### src/rtl/mon_cfg_irq_pkg.sv
package mon_cfg_irq_pkg;

  typedef enum logic [2:0] {
    SEL_NONE,
    SEL_CFG,
    SEL_STAT,
    SEL_MASK,
    SEL_TEST,
    SEL_AOUT
  } rdSel_e;

  // strobes from control to datapath
  typedef struct packed {
    logic   wrCfg;
    logic   wrMask;
    logic   wrTest;
    logic   wrAout;
    logic   rdStat;
    logic   softRst;
    logic   rdLoad;
    rdSel_e sel;
  } ctrlStrb_t;

endpackage

### src/rtl/mon_cfg_irq_ctrl.sv
module mon_cfg_irq_ctrl
  import mon_cfg_irq_pkg::*;
#(
  parameter int AW = 8,
  parameter int DW = 8,
  parameter int SRST_BIT = 4,
  parameter logic [AW-1:0] ADDR_CFG  = 8'h40,
  parameter logic [AW-1:0] ADDR_STAT = 8'h41,
  parameter logic [AW-1:0] ADDR_MASK = 8'h42,
  parameter logic [AW-1:0] ADDR_TEST = 8'h13,
  parameter logic [AW-1:0] ADDR_AOUT = 8'h19
) (
  input  logic          clk,
  input  logic          rstN,
  input  logic          wrEn,
  input  logic          rdEn,
  input  logic [AW-1:0] addr,
  input  logic [DW-1:0] wrData,
  output ctrlStrb_t     strb
);

  logic softPulse;
  logic hitCfg, hitStat, hitMask, hitTest, hitAout;

  assign hitCfg  = (addr == ADDR_CFG);
  assign hitStat = (addr == ADDR_STAT);
  assign hitMask = (addr == ADDR_MASK);
  assign hitTest = (addr == ADDR_TEST);
  assign hitAout = (addr == ADDR_AOUT);

  // the soft-reset request is registered into a one-cycle pulse
  always_ff @(posedge clk or negedge rstN) begin
    if (!rstN) softPulse <= 1'b0;
    else       softPulse <= wrEn && hitCfg && wrData[SRST_BIT];
  end

  always_comb begin
    strb.wrCfg   = wrEn && hitCfg;
    strb.wrMask  = wrEn && hitMask;
    strb.wrTest  = wrEn && hitTest;
    strb.wrAout  = wrEn && hitAout;
    strb.rdStat  = rdEn && hitStat;
    strb.softRst = softPulse;
    strb.rdLoad  = rdEn;
    if (hitCfg)       strb.sel = SEL_CFG;
    else if (hitStat) strb.sel = SEL_STAT;
    else if (hitMask) strb.sel = SEL_MASK;
    else if (hitTest) strb.sel = SEL_TEST;
    else if (hitAout) strb.sel = SEL_AOUT;
    else              strb.sel = SEL_NONE;
  end

  // a pulse lasts one cycle unless a fresh write re-arms it
  assert_pulse_once_R3: assert property (@(posedge clk) disable iff (!rstN)
    (softPulse && !wrEn) |=> !softPulse);

  // a pulse only follows a configuration write
  assert_pulse_cause_R3: assert property (@(posedge clk) disable iff (!rstN)
    $rose(softPulse) |-> ($past(wrEn) && $past(addr) == ADDR_CFG));

endmodule

### src/rtl/mon_cfg_irq_dp.sv
module mon_cfg_irq_dp
  import mon_cfg_irq_pkg::*;
#(
  parameter int DW = 8,
  parameter int EN_BIT = 1,
  parameter int CLR_BIT = 2,
  parameter int SRST_BIT = 4,
  parameter logic [DW-1:0] CFG_INIT = '0
) (
  input  logic          clk,
  input  logic          rstN,
  input  ctrlStrb_t     strb,
  input  logic [DW-1:0] wrData,
  input  logic [DW-1:0] events,
  output logic [DW-1:0] rdData,
  output logic          irqN
);

  localparam logic [DW-1:0] SRST_M     = DW'(1) << SRST_BIT;
  localparam logic [DW-1:0] CFG_INIT_C = CFG_INIT & ~SRST_M;

  logic [DW-1:0] cfg, maskReg, stat, testReg, aoutReg;
  logic          irqActive;

  // registers cleared by soft reset
  always_ff @(posedge clk or negedge rstN) begin
    if (!rstN) begin
      cfg     <= CFG_INIT_C;
      maskReg <= '0;
    end else if (strb.softRst) begin
      cfg     <= CFG_INIT_C;
      maskReg <= '0;
    end else begin
      if (strb.wrCfg)  cfg     <= wrData & ~SRST_M;
      if (strb.wrMask) maskReg <= wrData;
    end
  end

  // registers that survive soft reset
  always_ff @(posedge clk or negedge rstN) begin
    if (!rstN) begin
      testReg <= '0;
      aoutReg <= '0;
    end else begin
      if (strb.wrTest) testReg <= wrData;
      if (strb.wrAout) aoutReg <= wrData;
    end
  end

  // sticky status, one bit per source; a new event beats clear-on-read
  for (genvar g = 0; g < DW; g++) begin : gStat
    always_ff @(posedge clk or negedge rstN) begin
      if (!rstN)             stat[g] <= 1'b0;
      else if (strb.softRst) stat[g] <= 1'b0;
      else if (events[g])    stat[g] <= 1'b1;
      else if (strb.rdStat)  stat[g] <= 1'b0;
    end
  end

  always_ff @(posedge clk or negedge rstN) begin
    if (!rstN) rdData <= '0;
    else if (strb.rdLoad) begin
      unique case (strb.sel)
        SEL_CFG:  rdData <= cfg | (strb.softRst ? SRST_M : '0);
        SEL_STAT: rdData <= stat;
        SEL_MASK: rdData <= maskReg;
        SEL_TEST: rdData <= testReg;
        SEL_AOUT: rdData <= aoutReg;
        default:  rdData <= '0;
      endcase
    end
  end

  assign irqActive = cfg[EN_BIT] && !cfg[CLR_BIT] && |(stat & ~maskReg);
  assign irqN      = !irqActive;

  // status bits never drop without a read or soft reset
  assert_stat_sticky_R7: assert property (@(posedge clk) disable iff (!rstN)
    (!strb.rdStat && !strb.softRst) |=> ((stat & $past(stat)) == $past(stat)));

  // an event always lands, even alongside a status read
  assert_evt_wins_R8: assert property (@(posedge clk) disable iff (!rstN)
    (!strb.softRst && |events) |=> ((stat & $past(events)) == $past(events)));

  // soft reset returns the resettable state to its initial values
  assert_soft_init_R4: assert property (@(posedge clk) disable iff (!rstN)
    strb.softRst |=> (cfg == CFG_INIT_C && maskReg == '0 && stat == '0));

  // soft reset leaves the preserved registers alone
  assert_keep_test_R5: assert property (@(posedge clk) disable iff (!rstN)
    (strb.softRst && !strb.wrTest && !strb.wrAout) |=> ($stable(testReg) && $stable(aoutReg)));

  // the pin never asserts unless the gating allows it
  assert_pin_gate_R6: assert property (@(posedge clk) disable iff (!rstN)
    !irqN |-> (cfg[EN_BIT] && !cfg[CLR_BIT]));

  // bit 4 is never held in the stored configuration
  assert_no_srst_store_R2: assert property (@(posedge clk) disable iff (!rstN)
    strb.wrCfg |=> !cfg[SRST_BIT]);

endmodule

### src/rtl/mon_cfg_irq.sv
module mon_cfg_irq
  import mon_cfg_irq_pkg::*;
#(
  parameter int AW = 8,
  parameter int DW = 8,
  parameter int EN_BIT = 1,
  parameter int CLR_BIT = 2,
  parameter int SRST_BIT = 4,
  parameter logic [DW-1:0] CFG_INIT  = 8'h00,
  parameter logic [AW-1:0] ADDR_CFG  = 8'h40,
  parameter logic [AW-1:0] ADDR_STAT = 8'h41,
  parameter logic [AW-1:0] ADDR_MASK = 8'h42,
  parameter logic [AW-1:0] ADDR_TEST = 8'h13,
  parameter logic [AW-1:0] ADDR_AOUT = 8'h19
) (
  input  logic          clk,
  input  logic          rstN,
  input  logic          wrEn,
  input  logic          rdEn,
  input  logic [AW-1:0] addr,
  input  logic [DW-1:0] wrData,
  output logic [DW-1:0] rdData,
  input  logic [DW-1:0] events,
  output logic          irqN,
  output logic          softRstPulse
);

  ctrlStrb_t strb;

  mon_cfg_irq_ctrl #(
    .AW(AW), .DW(DW), .SRST_BIT(SRST_BIT),
    .ADDR_CFG(ADDR_CFG), .ADDR_STAT(ADDR_STAT), .ADDR_MASK(ADDR_MASK),
    .ADDR_TEST(ADDR_TEST), .ADDR_AOUT(ADDR_AOUT)
  ) i_ctrl (
    .clk(clk), .rstN(rstN), .wrEn(wrEn), .rdEn(rdEn),
    .addr(addr), .wrData(wrData), .strb(strb)
  );

  mon_cfg_irq_dp #(
    .DW(DW), .EN_BIT(EN_BIT), .CLR_BIT(CLR_BIT),
    .SRST_BIT(SRST_BIT), .CFG_INIT(CFG_INIT)
  ) i_dp (
    .clk(clk), .rstN(rstN), .strb(strb), .wrData(wrData),
    .events(events), .rdData(rdData), .irqN(irqN)
  );

  assign softRstPulse = strb.softRst;

endmodule

### config.mk
export PLATFORM = sky130hd
export DESIGN_NAME = mon_cfg_irq
export DESIGN_NICKNAME = d
export VERILOG_FILES = /design/src/rtl/mon_cfg_irq_pkg.sv /design/src/rtl/mon_cfg_irq_ctrl.sv /design/src/rtl/mon_cfg_irq_dp.sv /design/src/rtl/mon_cfg_irq.sv
export SDC_FILE = /design/constraint.sdc
export NUM_CORES = 1
export LEC_CHECK = 0
export BUFFER_PORTS_ARGS = -buffer_cell sky130_fd_sc_hd__buf_2
export CAP_MARGIN = 20
export CELL_PAD_IN_SITES_DETAIL_PLACEMENT = 0
export CELL_PAD_IN_SITES_GLOBAL_PLACEMENT = 1
export CORE_UTILIZATION = 47
export CTS_CLUSTER_DIAMETER = 40
export CTS_CLUSTER_SIZE = 10
export DETAILED_ROUTE_END_ITERATION = 10
export PLACE_DENSITY = 0.88
export SLEW_MARGIN = 20
export SYNTH_ARGS = -nofsm -noshare
export SYNTH_HDL_FRONTEND = slang
export SYNTH_SLANG_ARGS = --single-unit
### constraint.sdc
create_clock -name clk -period 3.2 [get_ports clk]
set_clock_uncertainty 0.2 [all_clocks]
set_input_delay 0.16 -clock clk [delete_from_list [all_inputs] [get_ports clk]]
set_output_delay 0.16 -clock clk [all_outputs]
set_load 0.02 [all_outputs]
Word level (Yosys, flattened, before mapping). Index checks and enable logic that the tools add are counted.

Equality and inequality tests: 10. Muxes and demuxes: 28. Bitwise logic cells: 3. Reductions and logical operators: 21.

Operators by type and width (count): case mux 8 bit (5 select lines) (1); 2-to-1 mux 8 bit (4); == test 8 x 7 -> 1 bit, second input constant (3); nonzero test 3 bit (8); 2-to-1 mux 1 bit (17); == test 8 x 5 -> 1 bit, second input constant (2); 2-to-1 mux 3 bit (5); bitwise AND 8 bit (1); logical AND 1 bit (8); inverter 8 bit (1); bitwise OR 8 bit (1); OR reduction 8 bit (1); == test 3 x 2 -> 1 bit, second input constant (2); == test 3 bit, second input constant (2); 2-to-1 mux 5 bit (1); nonzero test 2 bit (2); == test 3 x 1 -> 1 bit, second input constant (1); logical NOT 1 bit (2).

Flip-flop bits (word level): 49. Input port bits: 28. Output and inout port bits: 10. Word-level logic and storage cells: 76.

Longest topological paths before layout. Gate-level depths: netlist (run 1).

Word-level depth: 8. Depth in mapped cells: 6. Gate-level depth less buffers: 4.

Cells and area by module. Synthesis (run 1) repeated with hierarchy kept, for this count alone.

Cells, all modules: 219. Area total of the unflattened synthesis: 2383.5 um^2.

Modules (own cells, without submodules): mon_cfg_irq_dp (times used 1, cells an instance 191, area each 2187.1 um^2, sequential area each 1176.1 um^2); mon_cfg_irq_ctrl (times used 1, cells an instance 28, area each 196.4 um^2, sequential area each 25.0 um^2).

Worst setup path before layout (run 1). OpenSTA, ideal clock, no wires.

Path kind: register to output. Start point: reg i_dp.stat[3]. End point: out irqN. Arrival: 1.313 ns. Required time: 2.840 ns. Setup slack: 1.527 ns. Stages on the path, launching flop included: 4. Path buffers: 0. Cell sequence: dfrtp_1 > inv_1 > o22ai_1 > o41ai_1.

Longest elaborated chain between the ends: 4.

Ends and longest elaborated chain: from (decl) (RTL line mon_cfg_irq_dp.sv:22) `logic [DW-1:0] cfg, maskReg, stat, testReg, aoutReg;`; from (signal, indexed assignment) (RTL line mon_cfg_irq_dp.sv:53) `if (!rstN) stat[g] <= 1'b0;`; from (signal, indexed assignment) (RTL line mon_cfg_irq_dp.sv:54) `else if (strb.softRst) stat[g] <= 1'b0;`; from (signal, indexed assignment) (RTL line mon_cfg_irq_dp.sv:55) `else if (events[g]) stat[g] <= 1'b1;`; bitwise AND 8 bit (RTL line mon_cfg_irq_dp.sv:74) `assign irqActive = cfg[EN_BIT] && !cfg[CLR_BIT] && |(stat & ~maskReg);`; OR reduction 8 bit (RTL line mon_cfg_irq_dp.sv:74); logical AND 1 bit (RTL line mon_cfg_irq_dp.sv:74); logical NOT 1 bit (RTL line mon_cfg_irq_dp.sv:75) `assign irqN = !irqActive;`; to (decl) (RTL line mon_cfg_irq.sv:24) `output logic irqN,`.

No other way between the ends.

Worst setup path in the final report (run 1).
Start point: reg i_ctrl.softPulse. End point: out softRstPulse.

RTL lines: from (decl) (RTL line mon_cfg_irq_ctrl.sv:22) `logic softPulse;`; from (signal assigned) (RTL line mon_cfg_irq_ctrl.sv:34) `else softPulse <= wrEn && hitCfg && wrData[SRST_BIT];`; to (decl) (RTL line mon_cfg_irq.sv:25) `output logic softRstPulse`.

No word-level cell between the ends.

==> summary by stage, run 1 <==
Pwr
The leakage power summed over all cells is roughly 1.4 nW. The power density relative to cell area is between 400 and 500 nW/um^2. The worst-case IR drop observed on VDD is between 0.2 and 0.25 mV.

Yosys
In this run, synthesis produced a sequential element count of 48. The cell area that synthesis handed to floorplanning was 2270 sq um. After synthesis, the cell types taking the most area are sky130_fd_sc_hd__dfrtp_1 53%, sky130_fd_sc_hd__mux2_2 10%, sky130_fd_sc_hd__mux2i_1 4.0%, sky130_fd_sc_hd__a21oi_1 3.5%, sky130_fd_sc_hd__a22o_1 3.1%.

The most used flip-flop cell after synthesis is sky130_fd_sc_hd__dfrtp_1. The portion of synthesized cell area occupied by the leading cell type is about 53%. Averaged over all synthesized cells, the footprint is 11.3 sq um. The library cell occupying the most area in the post-synthesis netlist is sky130_fd_sc_hd__dfrtp_1. The fraction of registers with async set/reset is 100%. The portion of synthesized area spent on multiplexers is between 10% and 20%. Sequential cells were found to cover between 50% and 60% of the synthesized design area.

Of the total synthesized cell area, the portion taken by full adders, half adders and majority gates is 0%. Summing the areas of all compound-gate instances in the mapped netlist gives roughly 15% of the synthesized area. The number of warnings reported in the yosys synthesis log is 0.

The most repeated cell in the gate-level netlist after synthesis is sky130_fd_sc_hd__dfrtp_1. The area share of and/or/nand/nor cells after synthesis is 12.8%. Synthesis handed over a netlist of approximately 200 instances.

The synthesized design contains 0 enable-type register cells. In this run, distinct cell masters in the synthesized netlist total 31. The synthesized netlist devotes 0% of its cell area to XOR and XNOR gates. The number of nets in the synthesized netlist is 229. Ranked by instance count, the synthesized netlist is headed by 48 x sky130_fd_sc_hd__dfrtp_1, 21 x sky130_fd_sc_hd__mux2_2, 18 x sky130_fd_sc_hd__nor2_1.

After synthesis, the largest family of logic cells by area is multiplexers.

Hold path
The path class of the tightest hold or removal check is in2reg.

Timing
The worst setup slack after layout is ~1.4 ns. The minimum period implied by the final worst setup slack is ~1.8 ns. The accumulated negative setup slack is 0 ns.

The final-layout worst hold slack is 0.0535 ns. In the finished design, the share of the clock period the worst path needs comes to a little under three fifths. Setup violations remaining at the end of the flow were counted as 0. The number of pins with negative max-slew slack in the final report is 0.

For the pin with the worst max-slew slack, the measured transition is roughly 0.86 ns. The highest clock rate is roughly 540 MHz. Setup repair after global routing left no endpoint under its margin.

The headroom to the max-slew limit is a little over two fifths. The total count of hold-check failures in the final report is 0.

Worst setup path
In this design, the stage delay of the slowest critical-path cell is between 0.8 and 0.9 ns. The critical path data arrival time is roughly 1.5 ns. The number of buffers and inverters on the critical path is 1. The data required time of the critical path is between 2 and 3 ns. The critical path in this run is classified as reg2out.

The kind of cell with the highest combined delay along the critical path is flip-flops. The slowest stage of the critical path is the sky130_fd_sc_hd__dfrtp_1 cell. The nature of the critical path endpoint is an output port.

Of all nets on the critical path, the largest fanout is 25. The signal on the critical path passes through buf_2. The startpoint type of the worst setup path is a flip-flop.

Routing
The detail route stage leaves a number of antenna-violating nets equal to 0. The average via count per standard cell is 5.78. The detailed-route wire length is 5160 um. After detailed routing, the average wire length per cell comes to approximately 17 um.

The remaining routing DRC violations is 0. The via count is roughly 1800. The detailed-routing iteration count for the pre-antenna-repair pass is 4.

The first routing iteration left 95 violations.

CTS
The later pin in the worst-skew pair is clocked with a latency of roughly 0.3 ns. The number of levels in the clock H-tree is 2. The register clock-pin slew on the reported worst setup and hold paths is ~0.090 ns. The number of setup buffers added after CTS is 0. The TritonCTS clock tree is done. The number of clock buffers inserted by TritonCTS is 5. The longest clock path from root to sink contains 2 buffers. Gates resized during post-CTS repair numbered 0. Counting every sink on the clock net gives between 40 and 50. The hold buffer count at CTS is 17.

The tree is rooted in a sky130_fd_sc_hd__clkbuf_8.

GRT
The number of global-route vias before repair is 1767. The total track usage is a little under a quarter. Global routing finished with a remaining overflow of 0. The initial antenna violation count is 0. The largest net degree at the start of global routing is slightly below 50.

The first global-routing pass estimated 8760 um of wire.

Floorplanning
The die span in x is slightly above 70 um. The die height is between 70 and 80 um. The area of the core is approximately 4500 sq um. The die area is around 5100 sq um. The starting density of the core is between 50 and 60%. In this run the core area contains 24 standard-cell rows. The number of primary I/O pins is 38.

Final layout
From synthesis to final layout, the design area changed by 19.7%. The fraction of layout cells with a size suffix above 1 is around 27%. The number of antenna diodes in the final layout is 0. Counting the fill cells in the layout gives between 300 and 400. The number of nets in the layout is 279. After routing the design area is roughly 2700 sq um.

Outcome
The run finished with clean final reports.

Placed design
Before CTS, the worst setup slack after placement is approximately 1.3 ns. At the end of routability-driven placement, the weighted congestion stood at between 0.7 and 0.8. In this run the tool buffered the top-level ports with 37 buffer cells.

Once detailed placement completed, the half-perimeter wirelength came to about 3500 um. The cell area after placement is between 2000 and 2500 sq um.

Job
The number of max-cap violations is 0.
## stage by stage
stage                     std cells  utilization, %  power [mW]
final                           303            60.4        1.12
after global routing            303            60.4        1.17
after CTS                       303            60.4        1.13
after detailed placement        279            54.9       0.775
after global placement          279            54.9       0.771
after floorplan                 201               -       0.718
## kinds of logic (layout without fill, tap and decap cells)
group | Yosys count | count (layout)
flops | 48 | 48
compound gates | 52 | 52
mux | 32 | 32
buf+inv | 20 | 70
simple gates | 49 | 49
## flip-flops by register name, indices dropped and copies added, names as in the netlist
name / cells
i_dp.maskReg: 8
i_dp.stat: 8
i_dp.rdData: 8
i_dp.aoutReg: 8
i_dp.cfg: 7
i_dp.testReg: 8
i_ctrl.softPulse: 1
## cells in the final DEF, fill, tap and decap left out, types with 2 or more instances in the layout
cell,instances
sky130_fd_sc_hd__o22a_1,7
sky130_fd_sc_hd__o21ai_0,8
sky130_fd_sc_hd__inv_1,9
sky130_fd_sc_hd__a22oi_1,7
sky130_fd_sc_hd__dfrtp_1,48
sky130_fd_sc_hd__a21oi_1,16
sky130_fd_sc_hd__mux2i_1,9
sky130_fd_sc_hd__mux2_2,21
sky130_fd_sc_hd__a22o_1,8
sky130_fd_sc_hd__clkbuf_8,5
sky130_fd_sc_hd__buf_2,36
sky130_fd_sc_hd__nand3_1,8
sky130_fd_sc_hd__nand3_4,2
sky130_fd_sc_hd__nand2_1,7
sky130_fd_sc_hd__nor2b_1,3
sky130_fd_sc_hd__nor2_1,18
sky130_fd_sc_hd__dlygate4sd3_1,17
sky130_fd_sc_hd__mux2_1,2
sky130_fd_sc_hd__nand4b_1,2
sky130_fd_sc_hd__o22ai_1,4
## routing by layer
layer / global-route usage, % / vias up / wire [um]
li1: - / 829 / -
met1: 30.9 / 861 / 2320
met2: 36.9 / 49 / 2470
met3: 4.78 / 11 / 270
met4: 7.63 / 0 / 98
met5: 0 / - / 0
## layout make-up
type | instances | area (sq um) | share of cell area [%]
Clock buffer | 6 | 72.6 | 2.67
Clock inverter | 1 | 5.00 | 0.184
Inverter | 9 | 33.8 | 1.24
Multi-Input combinational cell | 133 | 986 | 36.2
Sequential cell | 48 | 1200 | 44.1
Tap cell | 52 | 65.1 | 2.39
Timing Repair Buffer | 54 | 358 | 13.1
## worst paths after layout
check	startpoint	to	slack (ns)	cells after the start
worst min register to register	i_dp.rdData[4]	i_dp.rdData[4]	0.30	1
min in group asynchronous	rstN	i_dp.rdData[7]	0.21	2
worst max-delay path	i_ctrl.softPulse	softRstPulse	1.36	1
worst min-delay path	rdEn	i_dp.rdData[7]	0.05	2
worst max register to register	i_ctrl.softPulse	i_dp.rdData[4]	1.42	3
max in group asynchronous	rstN	i_dp.maskReg[2]	2.17	2
## power by group
group          internal (mW)  switching [mW]
sequential             0.632          0.0153
clock                  0.149           0.190
combinational         0.0619          0.0693
## worst reg2reg max path, cell delays in order (launching register included)
cell	delay, ns
sky130_fd_sc_hd__dfrtp_1	0.69
sky130_fd_sc_hd__mux2_2	0.42
sky130_fd_sc_hd__a22o_1	0.20
sky130_fd_sc_hd__o22a_1	0.16
Power figures use the tool's default switching activity.
==> run 2: changes to the inputs <==
--- a/config.mk
+++ b/config.mk
@@ -5,15 +5,16 @@
 export SDC_FILE = /design/constraint.sdc
 export NUM_CORES = 1
 export LEC_CHECK = 0
+export ABC_AREA = 1
 export BUFFER_PORTS_ARGS = -buffer_cell sky130_fd_sc_hd__buf_2
 export CAP_MARGIN = 20
 export CELL_PAD_IN_SITES_DETAIL_PLACEMENT = 0
 export CELL_PAD_IN_SITES_GLOBAL_PLACEMENT = 1
-export CORE_UTILIZATION = 47
+export CORE_UTILIZATION = 38
 export CTS_CLUSTER_DIAMETER = 40
 export CTS_CLUSTER_SIZE = 10
 export DETAILED_ROUTE_END_ITERATION = 10
-export PLACE_DENSITY = 0.88
+export PLACE_DENSITY = 0.8
 export SLEW_MARGIN = 20
 export SYNTH_ARGS = -nofsm -noshare
 export SYNTH_HDL_FRONTEND = slang
==> constraint.sdc (replaced) <==
create_clock -name clk -period 1.6 [get_ports clk]
set_clock_uncertainty 0.2 [all_clocks]
set_input_delay 0.08 -clock clk [delete_from_list [all_inputs] [get_ports clk]]
set_output_delay 0.08 -clock clk [all_outputs]
set_load 0.02 [all_outputs]
==> run 2 against run 1 <==
Compared with the run above:
- setup slack worse by 1.4 ns
- synthesized area grew 7.6%
- final cell count rose by 43%
- utilization down 9.9 points
- combinational power is 110% higher
- critical endpoint is now irqN
- largest power group unchanged
==> summary by stage, run 2 <==
Routing
The remaining routing DRC violations is 0 (unchanged). The detailed-route wire length is 6080 um (+18%). The mean routed wirelength per cell is 14.1 um (-17%). The post-detailed-route count of antenna-violating nets is 0 (unchanged). The via count came to 2119 (+21%). The average via count per standard cell is 4.91 (-15%).

The detailed-routing iteration count for the pre-antenna-repair pass is 4 (unchanged). The detailed router's first-iteration violation count is 110 (+16%).

CTS
The number of clock buffers inserted by TritonCTS came to 5 (unchanged). The register clock-pin slew on the reported worst setup and hold paths was 0.08 ns (about the same). The clock latency reported for the late side of the worst-skew pair was 0.30 ns (about the same). The TritonCTS clock tree is done. The largest buffer count on any clock path is 2 (unchanged).

The number of levels in the clock H-tree is 2 (unchanged). The buffer cell driving the clock tree root is sky130_fd_sc_hd__clkbuf_8. The number of sinks driven by the clock tree is 48 (unchanged).

Worst setup path
The critical path data arrival time was 1.31 ns (-0.17 ns). The endpoint identified for the worst register-to-register timing path is i_dp.cfg[0]. The highest net fanout along the worst path is 3 (-88%).

The startpoint of the most critical register-to-register path is i_ctrl.softPulse. The flop-to-flop setup slack is 0.25 ns (-1.17 ns). The data required time of the critical path came to 1.32 ns (-1.52 ns).

The setup path with the least slack is of type reg2out. STA classifies the critical path startpoint as a flip-flop. The depth of the worst register-to-register path is 3 (unchanged). STA classifies the critical path endpoint as an output port.

Yosys
The netlist area before placement is 2450 sq um (+7.6%). The average size of a mapped cell is 8.58 sq um (-24%). In the post-synthesis netlist, the biggest area contributors are sky130_fd_sc_hd__dfrtp_1 49%, sky130_fd_sc_hd__nand2_1 10%, sky130_fd_sc_hd__nand3_1 9.4%, sky130_fd_sc_hd__o21ai_1 5.5%, sky130_fd_sc_hd__inv_1 4.3%. The portion of synthesized cell area occupied by the leading cell type is 49.1% (-3.7 points). The fraction of registers with async set/reset is 100% (unchanged). The number of distinct standard cells referenced by the synthesized netlist is 27 (-13%).

sky130_fd_sc_hd__nand2_1 is the most common cell in the netlist. By count the netlist is led by 65 x sky130_fd_sc_hd__nand2_1, 48 x sky130_fd_sc_hd__dfrtp_1, 46 x sky130_fd_sc_hd__nand3_1. The number of flops mapped to enable cells by yosys is 0 (unchanged). sky130_fd_sc_hd__dfrtp_1 takes more of the synthesized area than any other cell. The number of synthesized register bits is 48 (unchanged).

The sequential fraction of the synthesis area came to 49.1% (-3.7 points). The number of warnings reported in the yosys synthesis log came to 0 (unchanged). The cell count after synthesis is 285 (+42%). The most frequently used flop master after synthesis is sky130_fd_sc_hd__dfrtp_1.

The number of nets in the synthesized netlist came to 313 (+37%).

Pwr
The leakage power summed over all cells is 1.58 nW (+17%). The overall power consumption came to 2.30 mW (+110%). The proportion of power drawn by the clock network is 31.0% (+0.6 points). The power share of the sequential group is 56.9% (-1.0 points). The fraction of power spent switching nets is 25.9% (+1.3 points). The switching component of the power is 0.596 mW (+120%).

The power density relative to cell area is 752 nW/um^2 (+83%). The cell-internal power is 1.71 mW (+100%). The combinational share of power was 12.1% (+0.4 points). The worst-case vdd ir drop was 0.381 mV (+87%).

Hold path
The class of the most critical hold timing path is in2reg. The startpoint of the worst hold path is wrEn. The number of cells on the worst hold path is 3 (+1). The path with the worst hold slack has its endpoint at i_dp.testReg[7].

Placed design
The number of I/O port buffers came to 37 (unchanged). The worst slack after detailed placement is 0.167 ns (-1.10 ns). The placer's final routability congestion estimate is 0.848 (+9.7%). The detailed placer's ending HPWL is 4430 um (+28%).

GRT
The number of global-route vias before repair is 2021 (+14%). The largest net degree at the start of global routing is 49 (unchanged). The wire length of the first global-routing pass came to 9940 um (+14%). The initial antenna violation count is 0 (unchanged).

The total track usage came to 20.1% (-2.7 points). The aggregate global routing overflow came to 0 (unchanged).

Floorplanning
The area of the core was 6060 sq um (+35%). The die height is 82.2 um (+15%). The die area is 6760 sq um (+32%). The starting density of the core was 40.4% (-10 points).

The number of placement rows was 28 (+17%). The die span in x is 82.2 um (+15%). The number of primary I/O pins is 38 (unchanged).

Timing
For this run, the top clock speed supported by timing is between 600 and 700 MHz. The total count of hold-check failures in the final report was 0 (unchanged). The count of endpoints failing setup in the final report is 0 (unchanged). The worst setup slack after layout was 0.00824 ns (-1.35 ns). The accumulated negative setup slack is 0 ns (unchanged).

The headroom to the max-slew limit is 67.8% (+25 points). The share of the clock period used by the worst path after layout is about 100%. The routed design could run at a clock period as short as between 1.5 and 2 ns. Setup repair after global routing could not meet its margin everywhere. The number of pins with negative max-slew slack in the final report is 0 (unchanged). The slew of the pin with the lowest slew margin is 0.482 ns (-0.375 ns).

Final layout
The fraction of layout cells with a size suffix above 1 is 23.5% (-3.6 points). The library cell used most frequently in the layout, excluding fill and tap cells, is sky130_fd_sc_hd__nand2_1. The top cell types in the final layout, fill and taps aside, are 65 x sky130_fd_sc_hd__nand2_1, 48 x sky130_fd_sc_hd__dfrtp_1, 46 x sky130_fd_sc_hd__nand3_1, 36 x sky130_fd_sc_hd__buf_2, 28 x sky130_fd_sc_hd__o21ai_1.

The number of nets in the layout came to 384 (+38%). Compared with the post-synthesis result, the final layout area differs by 25.3%. The number of inserted filler cells in the final layout is 589 (+55%).

The number of diodes added for antenna fixing is 0 (unchanged).

Outcome
The flow ran to the end, and the final reports show no timing, DRC or antenna violations.

Job
The number of max-cap violations came to 0 (unchanged).
## run 2: worst max path at each step
stage	start	to	slack, ns	depth (start not counted)
final	i_dp.stat[7]	irqN	0.008	6
after global placement	addr[7]	i_dp.rdData[0]	0.18	9
after floorplan	i_ctrl.softPulse	i_dp.maskReg[1]	0.26	4
after detailed placement	addr[7]	i_dp.rdData[1]	0.17	9
after CTS	i_dp.stat[1]	irqN	0.002	6
after global routing	i_dp.stat[7]	irqN	-0.04	6
## run 2: final cells by class
cell class / instances / area (sq um) / share of cell area [%]
Clock buffer: 7 / 76.3 / 2.49
Clock inverter: 1 / 8.76 / 0.286
Inverter: 32 / 120 / 3.92
Multi-Input combinational cell: 198 / 1060 / 34.6
Sequential cell: 48 / 1200 / 39.2
Tap cell: 75 / 93.8 / 3.06
Timing Repair Buffer: 71 / 504 / 16.5
## run 2: kinds of logic after synthesis
| group | count (synthesis) | synth area share, % |
|---|---|---|
| AND/OR/NAND/NOR | 143 | 30.4 |
| buffers and inverters | 39 | 7.83 |
| flip-flops | 48 | 49.1 |
| AO/OA/AOI/OAI | 55 | 12.7 |
## run 2: worst max-delay path: stages, from the launching register on
cell	delay (ns)
sky130_fd_sc_hd__dfrtp_1	0.41
sky130_fd_sc_hd__inv_1	0.08
sky130_fd_sc_hd__o22ai_2	0.08
sky130_fd_sc_hd__a21oi_1	0.13
sky130_fd_sc_hd__nand4_1	0.10
sky130_fd_sc_hd__nand2_1	0.10
sky130_fd_sc_hd__buf_6	0.12
## run 2: power by group through the flow
| stage | clock network [mW] | logic (mW) | registers, mW |
|---|---|---|---|
| after floorplan | 0 | 0.128 | 1.32 |
| after global placement | 0 | 0.230 | 1.33 |
| after detailed placement | 0 | 0.234 | 1.33 |
| after CTS | 0.736 | 0.276 | 1.31 |
| after global routing | 0.791 | 0.312 | 1.32 |
| final | 0.715 | 0.278 | 1.31 |
## run 2: stage by stage
stage                     hold slack, ns  area, sq um  util, %  std cells
after floorplan                   -0.416         2450        -        285
after global placement            -0.112         2730     45.1        399
after detailed placement          -0.111         2730     45.1        399
after CTS                         0.0353         3020     49.8        427
after global routing              0.0526         3060     50.6        432
final                             0.0369         3060     50.6        432
## run 2: timing repair
item | CTS | global route
hold buffers | 18 | 0
setup buffers | 2 | 5
resized for setup | 2 | 3
pin swaps | 1 | 3
setup endpoints to repair | 1 | 1
hold endpoints to repair | 92 | 0
## run 2: layer usage
layer,track usage (%),wire [um],part of all wire [%]
met4,6.14,91,1.5
met3,3.30,252,4.1
met2,32.3,2800,46
met5,0,0,0
met1,27.8,2930,48
==> run 3: changes to the inputs <==
--- a/config.mk
+++ b/config.mk
@@ -9,13 +9,14 @@
 export BUFFER_PORTS_ARGS = -buffer_cell sky130_fd_sc_hd__buf_2
 export CAP_MARGIN = 20
 export CELL_PAD_IN_SITES_DETAIL_PLACEMENT = 0
-export CELL_PAD_IN_SITES_GLOBAL_PLACEMENT = 1
-export CORE_UTILIZATION = 38
+export CELL_PAD_IN_SITES_GLOBAL_PLACEMENT = 2
+export CORE_UTILIZATION = 30
 export CTS_CLUSTER_DIAMETER = 40
 export CTS_CLUSTER_SIZE = 10
 export DETAILED_ROUTE_END_ITERATION = 10
-export PLACE_DENSITY = 0.8
+export PLACE_DENSITY = 0.79
 export SLEW_MARGIN = 20
 export SYNTH_ARGS = -nofsm -noshare
 export SYNTH_HDL_FRONTEND = slang
 export SYNTH_SLANG_ARGS = --single-unit
+export TNS_END_PERCENT = 30
==> run 3 against run 2 <==
Compared with the run above:
- sequential cell count did not move
- die area up 26%
- utilization is 11 points lower
- sequential power barely moved
- setup slack lost 0.00093 ns
- first-iteration DRC count shrank 7.3%
- critical path type unchanged
- critical endpoint unchanged
==> summary by stage, run 3 (synthesis gave the netlist of run 2 again) <==
Outcome
The run finished with clean final reports.

Timing
The slew of the pin with the lowest slew margin is 0.493 ns (+0.0109 ns). The headroom to the max-slew limit came to 67.1% (-0.72 points). The share of the clock period used by the worst path after layout was 99.5% (about the same). The final-layout worst hold slack is 0.00920 ns (-0.0277 ns). The total count of hold-check failures in the final report is 0 (unchanged). The count of endpoints failing setup in the final report is 0 (unchanged). Setup repair after global routing could not meet its margin everywhere. The number of pins with negative max-slew slack in the final report is 0 (unchanged). The minimum period implied by the final worst setup slack is 1.59 ns (+0.000932 ns).

The highest clock rate came to 628 MHz (about the same).

Pwr
The fraction of power spent switching nets is 25.1% (-0.82 points). The worst-case vdd ir drop is 0.315 mV (-17%). The leakage power summed over all cells is 1.59 nW (+0.51%). The power share of the sequential group came to 51.4% (-5.5 points). The combinational share of power is 11.2% (-0.9 points). The power density relative to cell area is 813 nW/um^2 (+8.2%). The switching component of the power is 0.638 mW (+7.0%). The proportion of power drawn by the clock network came to 37.4% (+6.4 points). The cell-internal power is 1.91 mW (+12%).

Worst setup path
The delay of the slowest cell on the worst path is 0.43 ns (+0.02 ns). The path type of the worst setup path is reg2out. The data required time of the critical path is 1.32 ns (about the same).

Walking the worst path, the cells encountered are inv_2, o22ai_2, a21oi_2, nand4_1, nand2_1, buf_6. The largest individual stage delay along the critical path comes from the cell sky130_fd_sc_hd__dfrtp_1. The critical path data arrival time is 1.31 ns (about the same). The depth of the worst register-to-register path came to 3 (unchanged).

The number of buffers and inverters on the critical path is 2 (unchanged). The highest net fanout along the worst path is 3 (unchanged). The family of cells with the greatest summed delay on the critical path is flip-flops. The startpoint of the most critical register-to-register path is i_ctrl.softPulse. The worst setup path is captured at an output port.

The endpoint identified for the worst register-to-register timing path is i_dp.cfg[0]. The flop-to-flop setup slack is 0.24 ns (about the same). STA classifies the critical path startpoint as a flip-flop.

Final layout
The finished layout cell area was 3130 sq um (+2.0%). The fraction of layout cells with a size suffix above 1 is 24.5% (+0.98 points). The area growth from synthesis to layout is 27.8%. The number of nets in the layout is 382 (-0.52%).

The commonest non-fill, non-tap cell in the layout is sky130_fd_sc_hd__nand2_1. The end-of-flow core utilization is 40.0% (-11 points). In the layout the commonest cells are 65 x sky130_fd_sc_hd__nand2_1, 48 x sky130_fd_sc_hd__dfrtp_1, 46 x sky130_fd_sc_hd__nand3_1, 36 x sky130_fd_sc_hd__buf_2, 28 x sky130_fd_sc_hd__o21ai_1. The number of diodes added for antenna fixing was 0 (unchanged).

Job
The number of max-cap violations is 0 (unchanged).

GRT
The wire length of the first global-routing pass is 11100 um (+12%). The largest net degree at the start of global routing came to 35 (-29%). The total track usage is 17.3% (-2.8 points). The aggregate global routing overflow came to 0 (unchanged). The initial antenna violation count is 0 (unchanged).

The number of global-route vias before repair is 2130 (+5.4%).

CTS
The number of sinks driven by the clock tree was 48 (unchanged). The clock latency reported for the late side of the worst-skew pair is 0.31 ns (about the same). TritonCTS built the clock tree.

The number of levels in the clock H-tree was 2 (unchanged). The largest buffer count on any clock path is 2 (unchanged). The tree is rooted in a sky130_fd_sc_hd__clkbuf_8. The number of clock buffers inserted by TritonCTS is 5 (unchanged). The register clock-pin slew on the reported worst setup and hold paths is 0.10 ns (+0.02 ns).

Floorplanning
The number of placement rows is 32 (+14%). The die span in x is 92.3 um (+12%). The starting density of the core is 31.3% (-9.0 points). The area of the core came to 7810 sq um (+29%). The die area came to 8520 sq um (+26%). The number of primary I/O pins is 38 (unchanged). The die height is 92.3 um (+12%).

Routing
The detailed router's first-iteration violation count is 102 (-7.3%). The detailed-route wire length is 6760 um (+11%). The post-detailed-route count of antenna-violating nets is 0 (unchanged). The remaining routing DRC violations is 0 (unchanged). The detailed-routing iteration count for the pre-antenna-repair pass is 4 (unchanged). The via count came to 2112 (-0.33%).

The average via count per standard cell is 4.62 (-5.8%). The mean routed wirelength per cell is 14.8 um (+5.1%).

Placed design
The number of I/O port buffers was 37 (unchanged). The detailed placer's ending HPWL came to 4990 um (+13%). The cell area after placement came to 2770 sq um (+1.2%). The placer's final routability congestion estimate came to 0.778 (-8.2%).

Hold path
The class of the most critical hold timing path is in2async.
==> run 3: cell type report <==
| class | instances | area [sq um] |
|---|---|---|
| clock buffers | 6 | 82.6 |
| clock inverters | 2 | 38.8 |
| fillers | 803 | 4680 |
| inverters | 32 | 120 |
| multi-input cells | 198 | 1070 |
| flip-flops and latches | 48 | 1200 |
| well taps | 102 | 128 |
| repair buffers | 69 | 489 |
==> run 3: worst max path at each step <==
| stage | start | to | slack (ns) | cells past startpoint |
|---|---|---|---|---|
| 2_1_floorplan | i_ctrl.softPulse | i_dp.maskReg[1] | 0.26 | 4 |
| 3_3_place_gp | addr[7] | i_dp.rdData[6] | 0.10 | 9 |
| 3_5_place_dp | addr[7] | i_dp.rdData[6] | 0.08 | 9 |
| 4_1_cts | i_dp.maskReg[1] | irqN | -0.04 | 7 |
| 5_1_grt | i_dp.stat[6] | irqN | -0.1 | 6 |
| 6_report | i_dp.stat[6] | irqN | 0.007 | 6 |
==> run 3: metrics by stage <==
step,cells,total power [mW],setup WS (ns),setup TNS (ns)
finish,457,2.54,0.00731,0
global route,457,2.66,-0.0950,-0.0950
CTS,456,2.56,-0.0444,-0.0444
detailed placement,426,1.57,0.0804,0
global placement,426,1.57,0.105,0
floorplan,285,1.45,0.257,0
==> run 3: what timing repair did <==
| action | in CTS | in global routing |
|---|---|---|
| endpoints found under the hold margin | 91 | 0 |
| hold buffers | 18 | 0 |
| pin swaps | 2 | 2 |
| resized for setup | 4 | 4 |
| gates cloned | 0 | 0 |
| endpoints found under the setup margin | 1 | 1 |
| buffers inserted | 4 | 1 |
==> run 3: per-layer routing <==
layer / vias up / share of wire [%] / GRT usage (%)
met5: - / 0 / 0
met4: 0 / 2.0 / 5.99
met3: 10 / 2.9 / 2.55
met2: 37 / 46 / 28.1
met1: 984 / 49 / 23.6
li1: 1081 / - / -
==> run 3: power groups by stage <==
stage                     Clock (mW)  Sequential (mW)  Combinational (mW)
after global placement             0             1.33               0.237
final                          0.951             1.31               0.284
after global routing            1.02             1.32               0.319
after detailed placement           0             1.33               0.240
after CTS                      0.963             1.31               0.288
after floorplan                    0             1.32               0.128
